`config.mk`:
```
export PLATFORM = sky130hd
export DESIGN_NAME = hdiv_top
export DESIGN_NICKNAME = d
export VERILOG_FILES = /design/src/rtl/hdiv_pkg.sv /design/src/rtl/hdiv_prep.sv /design/src/rtl/hdiv_iter.sv /design/src/rtl/hdiv_fix.sv /design/src/rtl/hdiv_top.sv
export SDC_FILE = /design/constraint.sdc
export NUM_CORES = 1
export LEC_CHECK = 0
export BUFFER_PORTS_ARGS = -buffer_cell sky130_fd_sc_hd__buf_2
export CELL_PAD_IN_SITES_DETAIL_PLACEMENT = 0
export CELL_PAD_IN_SITES_GLOBAL_PLACEMENT = 1
export CORE_ASPECT_RATIO = 0.7
export CORE_MARGIN = 4
export CORE_UTILIZATION = 34
export CTS_BUF_LIST = sky130_fd_sc_hd__clkbuf_16
export CTS_CLUSTER_DIAMETER = 120
export DETAILED_ROUTE_END_ITERATION = 8
export GPL_TIMING_DRIVEN = 0
export PLACE_DENSITY_LB_ADDON = 0.08
export SLEW_MARGIN = 10
export SYNTH_ARGS = -nofsm -noshare
export SYNTH_HDL_FRONTEND = slang
export SYNTH_SLANG_ARGS = --single-unit
```
`constraint.sdc`:
```
create_clock -name clk -period 6.3 [get_ports clk]
set_input_delay 0.63 -clock clk [delete_from_list [all_inputs] [get_ports clk]]
set_output_delay 0.63 -clock clk [all_outputs]
set_load 0.02 [all_outputs]
```
`src/rtl/hdiv_pkg.sv`:
```
package hdiv_pkg;
  typedef enum logic [1:0] {
    ST_IDLE = 2'd0,
    ST_ITER = 2'd1,
    ST_FIX  = 2'd2
  } hdiv_state_e;
endpackage

```
`src/rtl/hdiv_prep.sv`:
```
// Operand preparation: halfword sign extension, magnitudes, result sign and
// detection of the two cases that finish without iterating.
module hdiv_prep #(
  parameter int DATA_W = 32,
  parameter int DIV_W  = 16
) (
  input  logic [DATA_W-1:0] dividend,
  input  logic [DIV_W-1:0]  divisor_lo,
  output logic [DATA_W-1:0] dd_mag,
  output logic [DIV_W-1:0]  dv_mag,
  output logic              q_neg,
  output logic              dv_zero,
  output logic              min_by_m1
);
  localparam logic [DATA_W-1:0] MOST_NEG = {1'b1, {(DATA_W-1){1'b0}}};

  logic dd_sign, dv_sign;

  always_comb begin
    dd_sign   = dividend[DATA_W-1];
    dv_sign   = divisor_lo[DIV_W-1];
    dd_mag    = dd_sign ? (~dividend + 1'b1) : dividend;
    dv_mag    = dv_sign ? (~divisor_lo + 1'b1) : divisor_lo;
    q_neg     = dd_sign ^ dv_sign;
    dv_zero   = (divisor_lo == '0);
    min_by_m1 = (dividend == MOST_NEG) && (divisor_lo == '1);
  end
endmodule

```
`src/rtl/hdiv_iter.sv`:
```
// Restoring unsigned divider: one quotient bit per step.
// The quotient register starts as the dividend magnitude and shifts left.
module hdiv_iter #(
  parameter int DATA_W = 32,
  parameter int DIV_W  = 16
) (
  input  logic              clk,
  input  logic              rst_n,
  input  logic              load,
  input  logic              step,
  input  logic [DATA_W-1:0] dd_mag,
  input  logic [DIV_W-1:0]  dv_mag,
  output logic [DATA_W-1:0] q_mag
);
  logic [DIV_W-1:0]  rem_q;
  logic [DIV_W-1:0]  dv_q;
  logic [DATA_W-1:0] quo_q;
  logic [DIV_W:0]    trial;
  logic [DIV_W:0]    diff;
  logic              fits;

  always_comb begin
    trial = {rem_q, quo_q[DATA_W-1]};
    diff  = trial - {1'b0, dv_q};
    fits  = (trial >= {1'b0, dv_q});
  end

  always_ff @(posedge clk or negedge rst_n) begin
    if (!rst_n) begin
      rem_q <= '0;
      dv_q  <= '0;
      quo_q <= '0;
    end else if (load) begin
      rem_q <= '0;
      dv_q  <= dv_mag;
      quo_q <= dd_mag;
    end else if (step) begin
      rem_q <= fits ? diff[DIV_W-1:0] : trial[DIV_W-1:0];
      quo_q <= {quo_q[DATA_W-2:0], fits};
    end
  end

  assign q_mag = quo_q;
endmodule

```
`src/rtl/hdiv_fix.sv`:
```
// Sign correction and flag derivation for the iterated result.
module hdiv_fix #(
  parameter int DATA_W = 32
) (
  input  logic [DATA_W-1:0] q_mag,
  input  logic              q_neg,
  output logic [DATA_W-1:0] quot,
  output logic              is_zero,
  output logic              is_neg
);
  always_comb begin
    quot    = q_neg ? (~q_mag + 1'b1) : q_mag;
    is_zero = (quot == '0);
    is_neg  = quot[DATA_W-1];
  end
endmodule

```
`src/rtl/hdiv_top.sv`:
```
module hdiv_top #(
  parameter int DATA_W = 32,
  parameter int DIV_W  = 16
) (
  input  logic              clk,
  input  logic              rst_n,
  input  logic              req_valid,
  output logic              req_ready,
  input  logic [DATA_W-1:0] req_dividend,
  input  logic [DATA_W-1:0] req_divisor,
  output logic              res_valid,
  output logic [DATA_W-1:0] res_quot,
  output logic              res_wr,
  output logic              flag_z,
  output logic              flag_s,
  output logic              flag_ov
);
  import hdiv_pkg::*;

  localparam int CNT_W = $clog2(DATA_W + 1);
  localparam logic [CNT_W-1:0] LAST_STEP = CNT_W'(DATA_W - 1);
  localparam logic [DATA_W-1:0] MOST_NEG = {1'b1, {(DATA_W-1){1'b0}}};

  hdiv_state_e state_q;
  logic [CNT_W-1:0] cnt_q;
  logic neg_q;

  logic [DATA_W-1:0] dd_mag, q_mag, fix_quot;
  logic [DIV_W-1:0] dv_mag;
  logic q_neg, dv_zero, min_by_m1, fix_z, fix_s;
  logic accept, start_iter;
  logic unused_divisor_hi;

  assign unused_divisor_hi = ^req_divisor[DATA_W-1:DIV_W];

  assign req_ready  = (state_q == ST_IDLE);
  assign accept     = req_valid && req_ready;
  assign start_iter = accept && !dv_zero && !min_by_m1;

  hdiv_prep #(.DATA_W(DATA_W), .DIV_W(DIV_W)) u_prep (
    .dividend   (req_dividend),
    .divisor_lo (req_divisor[DIV_W-1:0]),
    .dd_mag     (dd_mag),
    .dv_mag     (dv_mag),
    .q_neg      (q_neg),
    .dv_zero    (dv_zero),
    .min_by_m1  (min_by_m1)
  );

  hdiv_iter #(.DATA_W(DATA_W), .DIV_W(DIV_W)) u_iter (
    .clk    (clk),
    .rst_n  (rst_n),
    .load   (start_iter),
    .step   (state_q == ST_ITER),
    .dd_mag (dd_mag),
    .dv_mag (dv_mag),
    .q_mag  (q_mag)
  );

  hdiv_fix #(.DATA_W(DATA_W)) u_fix (
    .q_mag   (q_mag),
    .q_neg   (neg_q),
    .quot    (fix_quot),
    .is_zero (fix_z),
    .is_neg  (fix_s)
  );

  always_ff @(posedge clk or negedge rst_n) begin
    if (!rst_n) begin
      state_q   <= ST_IDLE;
      cnt_q     <= '0;
      neg_q     <= 1'b0;
      res_valid <= 1'b0;
      res_quot  <= '0;
      res_wr    <= 1'b0;
      flag_z    <= 1'b0;
      flag_s    <= 1'b0;
      flag_ov   <= 1'b0;
    end else begin
      res_valid <= 1'b0;
      case (state_q)
        ST_IDLE: begin
          if (accept) begin
            if (dv_zero) begin
              res_valid <= 1'b1;
              res_wr    <= 1'b0;
              flag_ov   <= 1'b1;
            end else if (min_by_m1) begin
              res_valid <= 1'b1;
              res_wr    <= 1'b1;
              res_quot  <= MOST_NEG;
              flag_z    <= 1'b0;
              flag_s    <= 1'b1;
              flag_ov   <= 1'b1;
            end else begin
              state_q <= ST_ITER;
              cnt_q   <= '0;
              neg_q   <= q_neg;
            end
          end
        end
        ST_ITER: begin
          cnt_q <= cnt_q + 1'b1;
          if (cnt_q == LAST_STEP) state_q <= ST_FIX;
        end
        ST_FIX: begin
          state_q   <= ST_IDLE;
          res_valid <= 1'b1;
          res_wr    <= 1'b1;
          res_quot  <= fix_quot;
          flag_z    <= fix_z;
          flag_s    <= fix_s;
          flag_ov   <= 1'b0;
        end
        default: state_q <= ST_IDLE;
      endcase
    end
  end
endmodule

```
==> results of run 1 <==
## synthesized netlist by cell type (all sizes together) (3+ instances only)
cell / number
dfrtp: 109
nand2: 106
o21ai: 85
nor2: 52
xor2: 49
xnor2: 35
inv: 34
clkbuf: 33
mux2i: 28
o31ai: 28
a21oi: 24
buf: 24
ha: 21
nor3: 19
nand3: 17
or4: 17
a221o: 15
nand4: 11
nor2b: 11
o221ai: 11
o41ai: 11
nor4: 10
or3: 10
a22o: 6
nand2b: 6
a31oi: 4
mux2: 4
o21a: 4
o31a: 4
a2111oi: 3
a32oi: 3
and2: 3
and4: 3
nand4b: 3
## per-layer routing
metal	up-vias	routed length (um)	part of all wire, %
met5	-	0	0
met1	3420	13600	54
met3	11	1800	7.2
met2	215	9480	38
li1	3242	-	-
met4	0	192	0.77
## worst max-delay path: stages (launching register included)
cell and delay, ns:
dfrtp_1 0.41, inv_1 0.06, ha_1 0.28, nor2b_1 0.23
o31ai_1 0.14, a21oi_1 0.54, a31oi_1 0.27, o21ai_0 0.47
clkbuf_1 0.52, mux2i_1 0.35, o21ai_0 0.13
## cell families (layout without fill, tap and decap cells)
family | after synthesis | after routing | synth area share (%)
fa+ha+maj | 22 | 22 | 3.82
compound gates | 224 | 224 | 20.5
simple gates | 275 | 275 | 19.1
flops | 109 | 109 | 36.8
xor+xnor | 84 | 84 | 9.94
buf+inv | 91 | 195 | 5.34
mux | 32 | 32 | 4.39
## report_power, final
group          switching, uW  internal (uW)
registers                203            947
logic                   1320            900
clock network            279            263
## worst paths after layout
| kind | cells past startpoint | slack (ns) | startpoint | to |
|---|---|---|---|---|
| setup / recovery | 10 | 2.74 | u_iter.dv_q[1] | u_iter.rem_q[11] |
| min in group clk | 2 | 0.48 | res_quot[3] | res_quot[3] |
| max in group asynchronous | 2 | 5.44 | rst_n | res_quot[10] |
| setup reg to reg | 10 | 2.74 | u_iter.dv_q[1] | u_iter.rem_q[11] |
| hold reg to reg | 2 | 0.48 | res_quot[3] | res_quot[3] |
| hold / removal | 1 | 0.17 | rst_n | cnt_q[0] |
## flip-flops by register name (all words and copies together) (netlist names), 2 cells and up
name / cells
u_iter.q_mag: 32
res_quot: 31
u_iter.dv_q: 16
u_iter.rem_q: 16
cnt_q: 6
state_q: 2
## per-stage QoR
stage,cell area (um^2),setup WS [ns],total power (uW)
after global placement,8190,2.73,3300
final,8480,2.74,3910
after CTS,8480,2.83,3920
after global routing,8480,2.51,4230
after floorplan,7400,3.61,2730
after detailed placement,8220,2.66,3360
## final cells by class
cell class	instances	share of cell area, %
plain buffers	57	3.16
inverters	34	1.51
flip-flops and latches	109	32.2
repair buffers	88	5.53
multi-input cells	637	50.5
clock buffers	9	2.66
well taps	276	4.07
clock inverters	7	0.413
==> impl_metrics.env, run 1 <==
export IMPL_synth_ff_type="dfrtp_1"
export IMPL_finalCritPeriodShare_pct=56.4
export IMPL_ios=105
export IMPL_synth_edf_count=0
export IMPL_regArea_um2=2730
export IMPL_max_slew_margin_pct=14.4
export IMPL_grt_overflow_total=0
export IMPL_final_cell_mix="dfrtp_1 (109), nand2_1 (106), buf_2 (102), o21ai_0 (82), nor2_1 (52)"
export IMPL_viasPerCell=5.66
export IMPL_die_area_um2=24200
export IMPL_fp_dieH_um=131
export IMPL_stdcell_count=1217
export IMPL_cts_setup_buffers=0
export IMPL_io_buffers=87
export IMPL_num_rows=44
export IMPL_worstMarginPinSlew_ns=1.27
export IMPL_track_usage_pct=20.7
export IMPL_endpoint_kind="register"
export IMPL_grt_busiest_layer="met1"
export IMPL_wl_per_cell_um=20.6
export IMPL_fin_util_pct=40.2
export IMPL_routed_wl_um=25100
export IMPL_drv_slew=0
export IMPL_cts_reportedPaths_clkPinSlew_ns=0.08
export IMPL_grt_pass1_wl_um=39200
export IMPL_worstSetupStartpointType="register"
export IMPL_setup_violations=0
export IMPL_rsz0062_at_grt="no"
export IMPL_avgSynthCellArea_um2=8.85
export IMPL_cts_made_buffers=9
export IMPL_grt_max_degree=72
export IMPL_cts_sinks=109
export IMPL_ys_warn_count=0
export IMPL_hold_viol_final=0
export IMPL_syn_to_final_growth_pct=14.5
export IMPL_dp_cells=1201
export IMPL_use_met1_pct=35.2
export IMPL_whs_ns=0.167
export IMPL_synth_area_um2=7400
export IMPL_yosysSeqAreaShare_pct=36.8
export IMPL_synthArstFlopShare_pct=100
export IMPL_drive_above_1_share_pct=15.7
export IMPL_core_area_um2=21100
export IMPL_arrival_ns=3.76
export IMPL_vias=6888
export IMPL_cts_resized=0
export IMPL_drc=0
export IMPL_use_met3_pct=4.25
export IMPL_synth_seq_cells=109
export IMPL_fin_setup_tns_ns=0
export IMPL_max_cap_viol_count=0
export IMPL_synthTopCellsByArea="dfrtp_1 (37%), xor2_1 (5.8%), o21ai_0 (5.5%), nand2_1 (5.4%), xnor2_1 (4.1%)"
export IMPL_antenna_found_initial=0
export IMPL_use_met2_pct=26.6
export IMPL_critPathKind="register to register"
export IMPL_tritoncts="done"
export IMPL_drt_iter0_drc=563
export IMPL_critPathMaxFanout=10
export IMPL_vdd_drop_max_v=0.000156
export IMPL_clk_path_buf_depth=2
export IMPL_clock_skew_ns=0.0113
export IMPL_ys_types=72
export IMPL_synth_nets=926
export IMPL_holdCritPathClass="input port to async pin"
export IMPL_final_common_cell="dfrtp_1"
export IMPL_p_per_area_nw_per_um2=461
export IMPL_period_minus_slack_ns=3.56
export IMPL_fmax_mhz=281
export IMPL_dr_pass1_iters=5
export IMPL_p_leak_uw=0.00368
export IMPL_n_antenna_cell=0
export IMPL_finalWeightedCongestion=0.873
export IMPL_final_nets=1025
export IMPL_synthesis_instances=837
export IMPL_multi_input_area_um2=4280
export IMPL_hold_buffers=0
export IMPL_worstSkewPairLatency_ns=0.36
export IMPL_htreeDepth=3
export IMPL_grt_pass1_vias=6573
export IMPL_yosys_area_top_type_share_pct=36.8
export IMPL_place_hpwl_um=19600
export IMPL_die_x_um=184
export IMPL_root_buffer="clkbuf_16"
export IMPL_n_fill_cell=2186
export IMPL_ant_nets=0
export IMPL_initial_core_util_pct=35.1
export IMPL_status="finished clean"
export IMPL_cp_required_ns=6.51
export IMPL_yosysTopAreaCell="dfrtp_1"
No activity file was read; power rests on OpenSTA's default activity.
==> run 2: changes to the inputs <==
==> constraint.sdc (replaced) <==
create_clock -name clk -period 3.7 [get_ports clk]
set_input_delay 0.37 -clock clk [delete_from_list [all_inputs] [get_ports clk]]
set_output_delay 0.37 -clock clk [all_outputs]
set_load 0.02 [all_outputs]
==> run 2 against run 1 <==
Against the previous run: flip-flop and latch count unchanged; final cell count about the same; register-to-register slack got worse by 2.4 ns; cell area increased by 0.13%; total power increased by 71%; critical endpoint unchanged; routed wire length increased by 0.23%; global-route usage about the same; fmax increased by 5.2%; count of clock-buffer cells in the layout unchanged; clock power increased by 70%; hold slack improved by 0.13 ns; clock skew about the same.
==> impl_metrics.env, run 2 (synthesis gave the netlist of run 1 again) <==
export IMPL_critPathTopFamily="compound AO/OA/AOI/OAI gates"
export IMPL_grt_pass1_wl_um=39200
export IMPL_crit_buf_inv=2
export IMPL_p_per_area_nw_per_um2=786
export IMPL_min_from="req_valid"
export IMPL_use_met3_pct=4.25
export IMPL_routed_wl_um=25100
export IMPL_max_cap_viol_count=0
export IMPL_num_rows=44
export IMPL_cpMostUsedCell="o21ai_0"
export IMPL_cp_required_ns=3.91
export IMPL_endpoint_kind="register"
export IMPL_hold_viol_final=0
export IMPL_drv_slew=0
export IMPL_core_area_um2=21100
export IMPL_worstSetupStartpointType="register"
export IMPL_drc=0
export IMPL_clk_path_buf_depth=2
export IMPL_setup_violations=0
export IMPL_syn_to_final_growth_pct=14.7
export IMPL_final_nets=1026
export IMPL_final_common_cell="dfrtp_1"
export IMPL_crit_chain="inv_1, ha_1, nor2b_1, o31ai_1, a21oi_1, a31oi_1, o21ai_0, clkbuf_2, mux2i_1, o21ai_0"
export IMPL_critPathKind="register to register"
export IMPL_clock_skew_ns=0.0117
export IMPL_holdCritPathClass="input port to register"
export IMPL_fmax_mhz=296
export IMPL_reg2reg_depth=10
export IMPL_arrival_ns=3.58
export IMPL_crit_slowest_cell="a21oi_1"
export IMPL_cts_sinks=109
export IMPL_worstMarginPinSlew_ns=1.21
export IMPL_p_leak_uw=0.00369
export IMPL_root_buffer="clkbuf_16"
export IMPL_antenna_found_initial=0
export IMPL_grt_max_degree=72
export IMPL_cts_made_buffers=9
export IMPL_dp_cells=1201
export IMPL_fp_dieH_um=131
export IMPL_rsz0062_at_grt="no"
export IMPL_die_x_um=184
export IMPL_htreeDepth=3
export IMPL_grt_pass1_vias=6579
export IMPL_io_buffers=87
export IMPL_track_usage_pct=20.8
export IMPL_dr_pass1_iters=5
export IMPL_rrSetupSlack_ns=0.32
export IMPL_hold_depth=3
export IMPL_tritoncts="done"
export IMPL_ios=105
export IMPL_n_antenna_cell=0
export IMPL_drive_above_1_share_pct=15.8
export IMPL_cts_reportedPaths_clkPinSlew_ns=0.08
export IMPL_hold_end="res_valid"
export IMPL_grt_overflow_total=0
export IMPL_cpPeakStageDelay_ns=0.51
export IMPL_largest_reg_flops=32
export IMPL_r2r_start="u_iter.dv_q[1]"
export IMPL_ant_nets=0
export IMPL_fin_setup_tns_ns=0
export IMPL_finalCritPeriodShare_pct=91.3
export IMPL_use_met1_pct=35.2
export IMPL_worstSkewPairLatency_ns=0.37
export IMPL_initial_core_util_pct=35.1
export IMPL_max_slew_margin_pct=18.4
export IMPL_vias=6922
export IMPL_final_cell_mix="dfrtp_1 (109), nand2_1 (106), buf_2 (102), o21ai_0 (82), nor2_1 (52)"
export IMPL_status="finished clean"
export IMPL_rr_endpoint="u_iter.rem_q[11]"
export IMPL_finalWeightedCongestion=0.873
export IMPL_vdd_drop_max_v=0.000266
export IMPL_stdcell_count=1218
export IMPL_wl_per_cell_um=20.6
export IMPL_grt_busiest_layer="met1"
export IMPL_critPathMaxFanout=10
export IMPL_die_area_um2=24200
export IMPL_n_fill_cell=2186
export IMPL_place_hpwl_um=19600
export IMPL_use_met2_pct=26.6
export IMPL_crit_start="u_iter.dv_q[1]"
export IMPL_drt_iter0_drc=550
export IMPL_period_minus_slack_ns=3.38
export IMPL_viasPerCell=5.68
## run 2: changes by cell type in the layout (fill, tap and decap cells not counted), sizes merged
| cell | before | now |
|---|---|---|
| dlygate4sd3 | 0 | 1 |
## run 2: cell type report
type | count | area [um^2] | area share [%]
Clock inverter | 7 | 35.0 | 0.413
Inverter | 34 | 128 | 1.50
Tap cell | 276 | 345 | 4.07
Multi-Input combinational cell | 637 | 4280 | 50.4
Timing Repair Buffer | 89 | 479 | 5.64
Clock buffer | 9 | 225 | 2.65
Buffer | 57 | 269 | 3.17
Sequential cell | 109 | 2730 | 32.1
## run 2: worst max path at each step
stage               slack, ns          endpoint  depth (start not counted)
floorplan                1.23            flag_z                          7
global placement         0.29  u_iter.rem_q[11]                         10
detailed placement       0.27  u_iter.rem_q[11]                         10
CTS                      0.23  u_iter.rem_q[11]                         10
global route             0.11  u_iter.rem_q[11]                         10
finish                   0.32  u_iter.rem_q[11]                         10
## run 2: timing repair
action / in CTS / in global routing
setup endpoints to repair: 0 / 1
resized for setup: 0 / 2
buffers inserted: 0 / 0
hold endpoints to repair: 38 / 0
hold buffers: 1 / 0
## run 2: per-stage QoR
stage | area (um^2) | worst slack [ns] | hold slack, ns | total power, uW | util, %
floorplan | 7400 | 1.23 | 0.0744 | 4660 | -
global placement | 8190 | 0.292 | 0.457 | 5610 | 38.8
detailed placement | 8220 | 0.273 | 0.305 | 5720 | 39.0
CTS | 8490 | 0.233 | 0.285 | 6670 | 40.3
global route | 8490 | 0.107 | 0.312 | 7210 | 40.3
finish | 8490 | 0.321 | 0.296 | 6680 | 40.3
## run 2: where the power goes
group	leakage, uW	total, uW	switching [uW]	internal, uW
sequential	0.00126	1960	346	1610
combinational	0.00231	3800	2260	1540
clock	0.000129	923	475	448
## run 2: layer usage
metal / share of wire (%) / vias to the layer above / wire length [um]
li1: - / 3245 / -
met3: 6.1 / 14 / 1530
met2: 38 / 201 / 9460
met1: 55 / 3462 / 14000
met5: 0 / - / 0
met4: 0.81 / 0 / 204
## run 2: tightest hold or removal path, delay by kind of cell
kind / cells / cell delay, ns
AOI/OAI and AO/OA: 1 / 0.06
and+or+nand+nor: 1 / 0.08
buffers and inverters: 1 / 0.10
==> run 3: changes to the inputs <==
--- a/config.mk
+++ b/config.mk
@@ -5,18 +5,19 @@
 export SDC_FILE = /design/constraint.sdc
 export NUM_CORES = 1
 export LEC_CHECK = 0
-export BUFFER_PORTS_ARGS = -buffer_cell sky130_fd_sc_hd__buf_2
 export CELL_PAD_IN_SITES_DETAIL_PLACEMENT = 0
 export CELL_PAD_IN_SITES_GLOBAL_PLACEMENT = 1
 export CORE_ASPECT_RATIO = 0.7
-export CORE_MARGIN = 4
+export CORE_MARGIN = 8
 export CORE_UTILIZATION = 34
 export CTS_BUF_LIST = sky130_fd_sc_hd__clkbuf_16
 export CTS_CLUSTER_DIAMETER = 120
 export DETAILED_ROUTE_END_ITERATION = 8
+export DONT_BUFFER_PORTS = 1
 export GPL_TIMING_DRIVEN = 0
 export PLACE_DENSITY_LB_ADDON = 0.08
 export SLEW_MARGIN = 10
 export SYNTH_ARGS = -nofsm -noshare
 export SYNTH_HDL_FRONTEND = slang
+export SYNTH_HIERARCHICAL = 1
 export SYNTH_SLANG_ARGS = --single-unit
==> run 3 against run 2 <==
Against the previous run: final cell count is 1.2% lower; critical path depth is 1 higher; clock power hardly changed; combinational power is 17% higher; fmax is 3.9% lower; utilization is 2.4 points lower; first-iteration DRC count is 6.4% lower; register-to-register slack worse by 0.14 ns; global-route usage is 3.4 points lower; hold slack worse by 0.13 ns; via count is 3.0% lower; largest cell class unchanged; largest power group unchanged.
==> impl_metrics.env, run 3 <==
export IMPL_final_nets=975
export IMPL_grt_max_degree=111
export IMPL_num_rows=46
export IMPL_grt_overflow_total=0
export IMPL_hold_depth=2
export IMPL_p_per_area_nw_per_um2=891
export IMPL_setup_violations=0
export IMPL_endpoint_kind="register"
export IMPL_viasPerCell=5.58
export IMPL_seqPwrFrac_pct=29.7
export IMPL_synth_nets=960
export IMPL_fp_dieH_um=143
export IMPL_cts_reportedPaths_clkPinSlew_ns=0.07
export IMPL_worstMarginPinSlew_ns=0.720
export IMPL_io_buffers=0
export IMPL_synth_area_um2=7850
export IMPL_routed_wl_um=24400
export IMPL_placed_cell_area_um2=8240
export IMPL_syn_to_final_growth_pct=9.37
export IMPL_final_cell_mix="dfrtp_1 (110), nand2_1 (88), o21ai_0 (78), xnor2_1 (77), mux2i_1 (42)"
export IMPL_power_total_uw=7660
export IMPL_p_sw_uw=3630
export IMPL_arrival_ns=3.82
export IMPL_fin_area_um2=8590
export IMPL_critPathMaxFanout=7
export IMPL_vias=6714
export IMPL_combPwrFrac_pct=58.2
export IMPL_core_area_um2=22700
export IMPL_holdCritPathClass="input port to register"
export IMPL_critPathKind="register to register"
export IMPL_yosysSeqAreaShare_pct=35.1
export IMPL_htreeDepth=3
export IMPL_stdcell_count=1203
export IMPL_clock_skew_ns=0.0115
export IMPL_cts_made_buffers=9
export IMPL_track_usage_pct=17.3
export IMPL_tritoncts="done"
export IMPL_p_leak_uw=0.00355
export IMPL_period_minus_slack_ns=3.52
export IMPL_drc=0
export IMPL_ios=105
export IMPL_antenna_found_initial=0
export IMPL_worstSkewPairLatency_ns=0.36
export IMPL_synth_edf_count=0
export IMPL_fin_util_pct=37.9
export IMPL_clk_path_buf_depth=2
export IMPL_p_sw_share_pct=47.5
export IMPL_fmax_mhz=284
export IMPL_n_antenna_cell=0
export IMPL_max_cap_viol_count=0
export IMPL_ys_warn_count=6
export IMPL_reg2reg_depth=11
export IMPL_synthArstFlopShare_pct=100
export IMPL_n_fill_cell=2321
export IMPL_die_area_um2=28300
export IMPL_yosys_area_top_type_share_pct=35.1
export IMPL_wl_per_cell_um=20.2
export IMPL_final_common_cell="dfrtp_1"
export IMPL_pwr_share_clk_pct=12.1
export IMPL_drive_above_1_share_pct=7.97
export IMPL_synth_seq_cells=110
export IMPL_vdd_drop_max_v=0.000276
export IMPL_grt_pass1_wl_um=38100
export IMPL_dr_pass1_iters=5
export IMPL_synthesis_instances=871
export IMPL_yosysTopAreaCell="dfrtp_1"
export IMPL_root_buffer="clkbuf_16"
export IMPL_synth_most_common_cell="dfrtp_1"
export IMPL_drv_slew=0
export IMPL_status="finished clean"
export IMPL_drt_iter0_drc=515
export IMPL_synth_common_cells="dfrtp_1 (110), nand2_1 (88), o21ai_0 (78)"
export IMPL_worstSetupStartpointType="register"
export IMPL_cp_required_ns=4.00
export IMPL_dp_cells=1183
export IMPL_ys_types=76
export IMPL_max_slew_margin_pct=52.0
export IMPL_avgSynthCellArea_um2=9.02
export IMPL_hold_viol_final=0
export IMPL_rsz0062_at_grt="no"
export IMPL_cts_sinks=110
export IMPL_synthTopCellsByArea="dfrtp_1 (35%), xnor2_1 (8.6%), mux2i_1 (5.4%), o21ai_0 (5.0%), nand2_1 (4.2%)"
export IMPL_grt_pass1_vias=6433
export IMPL_finalCritPeriodShare_pct=95.0
export IMPL_pre_cts_ws_ns=-0.420
export IMPL_die_x_um=198
export IMPL_worst_slack_ns=0.184
export IMPL_place_hpwl_um=19200
export IMPL_p_int_uw=4020
export IMPL_initial_core_util_pct=34.6
export IMPL_synth_ff_type="dfrtp_1"
export IMPL_ant_nets=0
export IMPL_finalWeightedCongestion=0.830
## run 3: changes by cell type after synthesis, sizes merged, moves of 9 or more
cell / previous run / this run
a22o: 6 / 32
nand2b: 6 / 16
nand2: 106 / 88
a211oi: 1 / 11
nor2: 52 / 38
xnor2: 35 / 77
nand3b: 0 / 9
a221o: 15 / 0
xor2: 49 / 5
clkbuf: 33 / 42
o221ai: 11 / 0
mux2i: 28 / 42
## run 3: layout make-up
| type | instances | area (um^2) | area share (%) |
|---|---|---|---|
| Timing Repair Buffer | 4 | 52.6 | 0.612 |
| Clock buffer | 9 | 225 | 2.62 |
| Clock inverter | 7 | 52.6 | 0.612 |
| Inverter | 38 | 143 | 1.66 |
| Buffer | 63 | 308 | 3.58 |
| Multi-Input combinational cell | 660 | 4660 | 54.3 |
| Sequential cell | 110 | 2750 | 32.1 |
| Tap cell | 312 | 390 | 4.55 |
## run 3: logic make-up after synthesis
group                      after synthesis  share of synthesized area (%)
xor gates and xnor gates                82                           9.15
DFF                                    110                           35.1
muxes                                   46                           5.93
adders and majority gates               22                           3.60
AOI/OAI and AO/OA                      240                           21.8
and+or+nand+nor                        270                           18.8
buffers and inverters                  101                           5.72
## run 3: repair_timing
item                       in CTS  in global routing
resized for setup               1                  3
pin swaps                       0                  1
hold buffers                    2                  0
setup endpoints to repair       9                 55
setup buffers                   0                  2
hold endpoints to repair      110                  0
## run 3: final timing paths
check	from	to	slack [ns]
worst max-delay path	u_iter/q_mag[0]	flag_z	0.18
worst min-delay path	req_valid	res_valid	0.16
worst max register to register	u_iter/q_mag[0]	flag_z	0.18
worst min register to register	u_iter/dv_q[0]	u_iter/dv_q[0]	0.53
max in group asynchronous	rst_n	res_quot[20]	2.63
min in group asynchronous	rst_n	u_iter/dv_q[7]	0.63
## run 3: through the flow
stage	hold WS, ns	setup TNS [ns]
finish	0.164	0
global route	0.167	0
CTS	0.146	0
detailed placement	0.0772	-19.92
global placement	0.0776	-15.87
floorplan	0.0744	0
## run 3: critical path, cell delays in order (launching register included)
cell	delay, ns
dfrtp_1	0.48
inv_1	0.10
ha_1	0.19
or4b_4	0.48
buf_6	0.15
or2_4	0.28
o41ai_4	0.34
xnor2_1	0.18
or4_1	0.54
nor4_1	0.27
and4b_1	0.29
a22o_1	0.15
## run 3: power by group through the flow
stage | sequential (uW) | combinational (uW) | clock (uW)
global route | 2340 | 4920 | 1010
detailed placement | 2280 | 4380 | 0
global placement | 2270 | 4340 | 0
finish | 2270 | 4460 | 925
CTS | 2260 | 4430 | 960
floorplan | 2080 | 3370 | 0
## run 3: layer usage
| metal | wire length (um) | share of wire [%] | GRT usage (%) |
|---|---|---|---|
| met2 | 8750 | 36 | 21.5 |
| met5 | 0 | 0 | 0 |
| met1 | 13300 | 55 | 27.8 |
| met4 | 179 | 0.73 | 3.17 |
| met3 | 2090 | 8.6 | 5.22 |
